File: src/rtl/bist_chk_pkg.sv
package bist_chk_pkg;

  typedef enum logic [1:0] {
    ST_HUNT  = 2'd0,
    ST_ARMED = 2'd1,
    ST_CHECK = 2'd2
  } sync_st_e;

  localparam logic [7:0] COMMA_CHAR = 8'hBC;
  localparam int         REF_W      = 23;

  // Advance the reference by one byte: returns {next_state, byte}
  function automatic logic [REF_W+7:0] prbs_byte_step(input logic [REF_W-1:0] s);
    logic [REF_W-1:0] t;
    logic [7:0]       b;
    logic             nb;
    t = s;
    b = '0;
    for (int i = 0; i < 8; i++) begin
      nb   = t[22] ^ t[17];
      b[i] = nb;
      t    = {t[REF_W-2:0], nb};
    end
    return {t, b};
  endfunction

endpackage

File: src/rtl/bist_sync_fsm.sv
module bist_sync_fsm
  import bist_chk_pkg::*;
#(
  parameter int MIN_COMMAS = 3,
  parameter int LONG_LEN   = 8388607,
  parameter int SHORT_LEN  = 13458
) (
  input  logic clk,
  input  logic rst_n,
  input  logic soft_rst,
  input  logic long_sel,
  input  logic rx_valid,
  input  logic is_comma,
  output logic checking,
  output logic cmp_en,
  output logic load_ref
);

  localparam int MAX_LEN = (LONG_LEN > SHORT_LEN) ? LONG_LEN : SHORT_LEN;
  localparam int FC_W    = $clog2(MAX_LEN + 1);
  localparam int CC_W    = $clog2(MIN_COMMAS + 1);

  sync_st_e         st_q, st_d;
  logic [CC_W-1:0]  cc_q, cc_d;
  logic [FC_W-1:0]  fc_q, fc_d;
  logic [FC_W-1:0]  frame_len;
  logic             upd;

  assign frame_len = long_sel ? FC_W'(LONG_LEN) : FC_W'(SHORT_LEN);
  assign cmp_en    = rx_valid & ~is_comma & (st_q != ST_HUNT) & ~soft_rst;
  assign load_ref  = (st_d == ST_ARMED);
  assign checking  = (st_q != ST_HUNT);
  assign upd       = soft_rst | rx_valid;

  always_comb begin
    st_d = st_q;
    cc_d = cc_q;
    fc_d = fc_q;
    if (soft_rst) begin
      st_d = ST_HUNT;
      cc_d = '0;
      fc_d = '0;
    end else if (rx_valid) begin
      unique case (st_q)
        ST_HUNT: begin
          if (!is_comma) begin
            cc_d = '0;
          end else if (32'(cc_q) + 1 >= MIN_COMMAS) begin
            st_d = ST_ARMED;
            cc_d = '0;
          end else begin
            cc_d = cc_q + 1'b1;
          end
        end
        ST_ARMED: begin
          if (!is_comma) begin
            if (32'(frame_len) == 1) begin
              st_d = ST_HUNT;
              fc_d = '0;
            end else begin
              st_d = ST_CHECK;
              fc_d = FC_W'(1);
            end
          end
        end
        ST_CHECK: begin
          if (is_comma) begin
            st_d = ST_ARMED;
            fc_d = '0;
          end else if (32'(fc_q) + 1 >= 32'(frame_len)) begin
            st_d = ST_HUNT;
            fc_d = '0;
          end else begin
            fc_d = fc_q + 1'b1;
          end
        end
        default: begin
          st_d = ST_HUNT;
          cc_d = '0;
          fc_d = '0;
        end
      endcase
    end
  end

  always_ff @(posedge clk or negedge rst_n) begin
    if (!rst_n) begin
      st_q <= ST_HUNT;
      cc_q <= '0;
      fc_q <= '0;
    end else if (upd) begin
      st_q <= st_d;
      cc_q <= cc_d;
      fc_q <= fc_d;
    end
  end

  // arming only follows a valid comma
  a_r2_arm_on_comma: assert property (@(posedge clk) disable iff (!rst_n)
    $rose(checking) |-> $past(rx_valid && is_comma));

  // soft reset always returns to hunting
  a_r9_soft_disarms: assert property (@(posedge clk) disable iff (!rst_n)
    soft_rst |=> !checking);

  // a comma seen while armed never drops the checker
  a_r7_comma_keeps_armed: assert property (@(posedge clk) disable iff (!rst_n)
    (checking && rx_valid && is_comma && !soft_rst) |=> checking);

endmodule

File: config.mk
export PLATFORM = sky130hd
export DESIGN_NAME = bist_sync_fsm
export DESIGN_NICKNAME = d
export VERILOG_FILES = /design/src/rtl/bist_chk_pkg.sv /design/src/rtl/bist_sync_fsm.sv
export SDC_FILE = /design/constraint.sdc
export NUM_CORES = 1
export LEC_CHECK = 0
export BUFFER_PORTS_ARGS = -buffer_cell sky130_fd_sc_hd__buf_2
export CAP_MARGIN = 5
export CORE_MARGIN = 5
export CORE_UTILIZATION = 27
export DETAILED_ROUTE_END_ITERATION = 10
export PLACE_DENSITY = 0.46
export SYNTH_ARGS = -nofsm -noshare
export SYNTH_HDL_FRONTEND = slang
export SYNTH_SLANG_ARGS = --single-unit
File: constraint.sdc
create_clock -name clk -period 3.9 [get_ports clk]
set_input_delay 0.585 -clock clk [delete_from_list [all_inputs] [get_ports clk]]
set_output_delay 0.585 -clock clk [all_outputs]
set_load 0.02 [all_outputs]
==> impl_metrics.csv <==
group,metric,value,unit
drt,drc,0,
floorplanning,dieArea,10260,sq um
floorplanning,die_h,101.3,microns
logic_synthesis,yosysTopAreaCellShare,0.3003,
grt,grt_pass1_wl,10320,microns
power_and_ir_drop,clkPwrFrac,0.348,
setup_path,critical_path_depth,16,
logic_synthesis,synth_seq_area_share,0.3003,
sta,hold_viol,0,
power_and_ir_drop,power.density,168.5,nW/um^2
sta,min_period,4.193,ns
floorplanning,die_w,101.3,microns
power_and_ir_drop,switching_share,0.2649,
drt,dr.pass1.iters,4,
logic_synthesis,avgSynthCellArea,8.963,sq um
logic_synthesis,postSynthCellCount,251,
cells_and_area,drive_above_1_share,0.3173,
floorplanning,num_io_pins,9,
logic_synthesis,yosys-top-cells-area,"dfrtp_1 (30%), ha_1 (12%), a32o_1 (5.8%)",
clock_network,clk_pin_slew_worst_paths,0.11,ns
cells_and_area,nets,341,
sta,final.setup.tns,-0.2933,ns
sta,max_freq,238.5,MHz
sta,setup_violations,1,
grt,grt_max_degree,28,
clock_network,root_buffer,"clkbuf_8",
clock_network,insertion_delay,0.29,ns
logic_synthesis,synth_edf_count,0,
sta,finalClockSkew,0.01176,ns
sta,fin_ws,-0.2933,ns
logic_synthesis,yosysWarnings,0,
job,cap_violations,0,
setup_path,path_max_fanout,3,
sta,rsz0062_at_grt,"true",
logic_synthesis,synth_ff_type,"dfrtp_1",
drt,wirelength,6231,microns
drt,dr.first_iter.drc_count,150,
sta,post-route-period-util,1.075,
floorplanning,core,8175,sq um
setup_path,crit_path_cell_trace,"buf_4, and4_4, and4_4, buf_4, nand4_1, nor2_2, xor2_1, ha_1, nand2_1, or3_4, a311o_1, a211oi_4, a21o_1, o21a_1, o211a_4, buf_6",
run_status,violations,"negative setup slack",
clock_network,clockBufferDepth,2,
setup_path,critPathMaxStageDelay,0.40,ns
logic_synthesis,async_reset_ff_frac,1.000,
grt,antenna_found_initial,0,
setup_path,worst_r2r_path_depth,17,
placement,place.gp.congestion,0.8161,
setup_path,crit_type,"reg -> out",
logic_synthesis,synth.distinct_cells,52,
clock_network,cts.sinks,27,
placement,place_ws,-0.2465,ns
drt,top_layer,"met4",
drt,viasPerCell,5.108,
logic_synthesis,syn-num-nets,279,
floorplanning,initial_utilization,0.2752,
power_and_ir_drop,p_sw,0.0001331,W
sta,slew_headroom,0.5479,
power_and_ir_drop,seqPwrFrac,0.562,
hold_path,holdCritPathClass,"in -> async",
drt,wl_per_cell,14.94,microns
clock_network,cts_made_buffers,3,
placement,io_buffers,8,
drt,met3_length,138,microns
cells_and_area,layoutNonFillerInstCount,417,
sta,worst_pin_slew,0.6782,ns
setup_path,crit_buf_inv,3,
power_and_ir_drop,vdd_drop_max,0.1771,mV
setup_path,path_delay_family,"simple AND/OR/NAND/NOR gates",
grt,grt-ovfl-total,0,
drt,met1_length,3209,microns
setup_path,cp_data_arrival_time,3.61,ns
cells_and_area,area_growth,32.54,%
setup_path,cp-start-kind,"register",
floorplanning,rows,33,
setup_path,crit_required,3.31,ns
placement,dpl.cell_count,403,
placement,dp_hpwl,4625,microns
logic_synthesis,ys_seq_elements,27,
cells_and_area,diodes,0,
power_and_ir_drop,power.internal,0.0003693,W
grt,track_usage,0.1261,
cells_and_area,n_fill_cell,830,
drt,dr_total_vias,2130,
logic_synthesis,synth_largest_area_cell,"dfrtp_1",
drt,detail-route-antenna-nets,0,
run_status,status,"complete, but fails checks",
clock_network,cts_tree,"yes",
power_and_ir_drop,pwr-share-comb,0.090,
clock_network,hold_buffers,0,
clock_network,h-tree-depth,1,
setup_path,cp_slowest_cell,"dfrtp_1",
sta,drv_slew,0,
grt,grt_pass1_vias,2081,
power_and_ir_drop,cellLeakagePower,1.363,nW
drt,route.met2.wl,2829,microns
setup_path,end_kind,"output pin",
logic_synthesis,synth_area,2250,sq um
worst reg2reg max path, delay by kind of cell (launching register included):
family / cells / cell delay (ns)
and+or+nand+nor: 6 / 1.19
AOI/OAI and AO/OA: 5 / 0.86
buffers and inverters: 4 / 0.57
DFF: 1 / 0.40
adders and majority gates: 1 / 0.30
xor gates and xnor gates: 1 / 0.10
through the flow:
stage	cell area, sq um	power (W)	hold WS (ns)	utilization
CTS	2928	0.0005104	0.3500	0.3581
finish	2982	0.0005025	0.3249	0.3647
global route	2982	0.0005257	0.3817	0.3647
global placement	2768	0.0003306	0.4837	0.3385
detailed placement	2768	0.0003308	0.4868	0.3385
floorplan	2275	0.0003079	0.2894	-
flip-flops by register name (all words and copies together), names as in the netlist:
| name | flops |
|---|---|
| cc_q | 2 |
| fc_q | 23 |
| st_q | 2 |
logic make-up after synthesis:
kind of cell	share of synthesized area
compound gates	0.2191
xor+xnor	0.05840
flops	0.3003
mux	0.008899
fa+ha+maj	0.1224
buf+inv	0.04616
simple gates	0.2447
Yosys cell counts, drive strengths merged, types with 3 or more instances:
master,instances
nand2,31
dfrtp,27
ha,22
nand3,16
a21oi,14
nand4,14
nor2,14
a32o,13
inv,12
xnor2,8
xor2,7
and3,5
and4,5
buf,5
clkbuf,5
and2,4
o21ai,4
a211oi,3
a31oi,3
o31ai,3
or4,3
layer usage:
layer	vias up	GRT usage
li1	1072	-
met1	1023	0.1825
met2	31	0.1987
met3	4	0.01240
met4	0	0.03681
met5	-	0
power by group through the flow:
stage	Sequential [W]	Clock (W)	Combinational (W)
after floorplan	0.000288	0	0.0000202
final	0.000283	0.000175	0.0000452
after CTS	0.000283	0.000183	0.0000449
after detailed placement	0.000288	0	0.0000428
after global routing	0.000283	0.000191	0.0000514
after global placement	0.000288	0	0.0000427
worst paths after layout:
| check | startpoint | endpoint | slack, ns |
|---|---|---|---|
| min in group clk | cc_q[0]$_DFFE_PN0P_ | cc_q[0]$_DFFE_PN0P_ | 0.51 |
| setup / recovery | fc_q[5]$_DFFE_PN0P_ | load_ref | -0.29 |
| hold / removal | rst_n | cc_q[1]$_DFFE_PN0P_ | 0.32 |
| setup reg to reg | fc_q[5]$_DFFE_PN0P_ | fc_q[2]$_DFFE_PN0P_ | 0.37 |
| hold reg to reg | cc_q[0]$_DFFE_PN0P_ | cc_q[0]$_DFFE_PN0P_ | 0.51 |
| max in group asynchronous | rst_n | fc_q[14]$_DFFE_PN0P_ | 3.14 |
cell type report:
type / count / area [sq um] / area share
flip-flops and latches: 27 / 675.6 / 0.2266
clock buffers: 3 / 41.29 / 0.01385
clock inverters: 1 / 5.005 / 0.001679
multi-input cells: 202 / 1574 / 0.5279
well taps: 105 / 131.4 / 0.04406
inverters: 12 / 45.04 / 0.01511
repair buffers: 67 / 509.2 / 0.1708
layout by cell type, fill, tap and decap left out, drive strengths merged, types with 12 or more instances in the layout:
cell   count
nor2      14
ha        22
a21oi     14
nand2     31
buf       67
inv       12
dfrtp     27
nand3     16
a32o      13
nand4     14
what timing repair did:
action                                 4_1_cts  5_1_grt
setup endpoints to repair                    1        2
pin swaps                                   17       18
gates resized for setup                     14        5
endpoints found under the hold margin        0        0
setup buffers                                6        4
No activity file was read; power rests on OpenSTA's default activity.
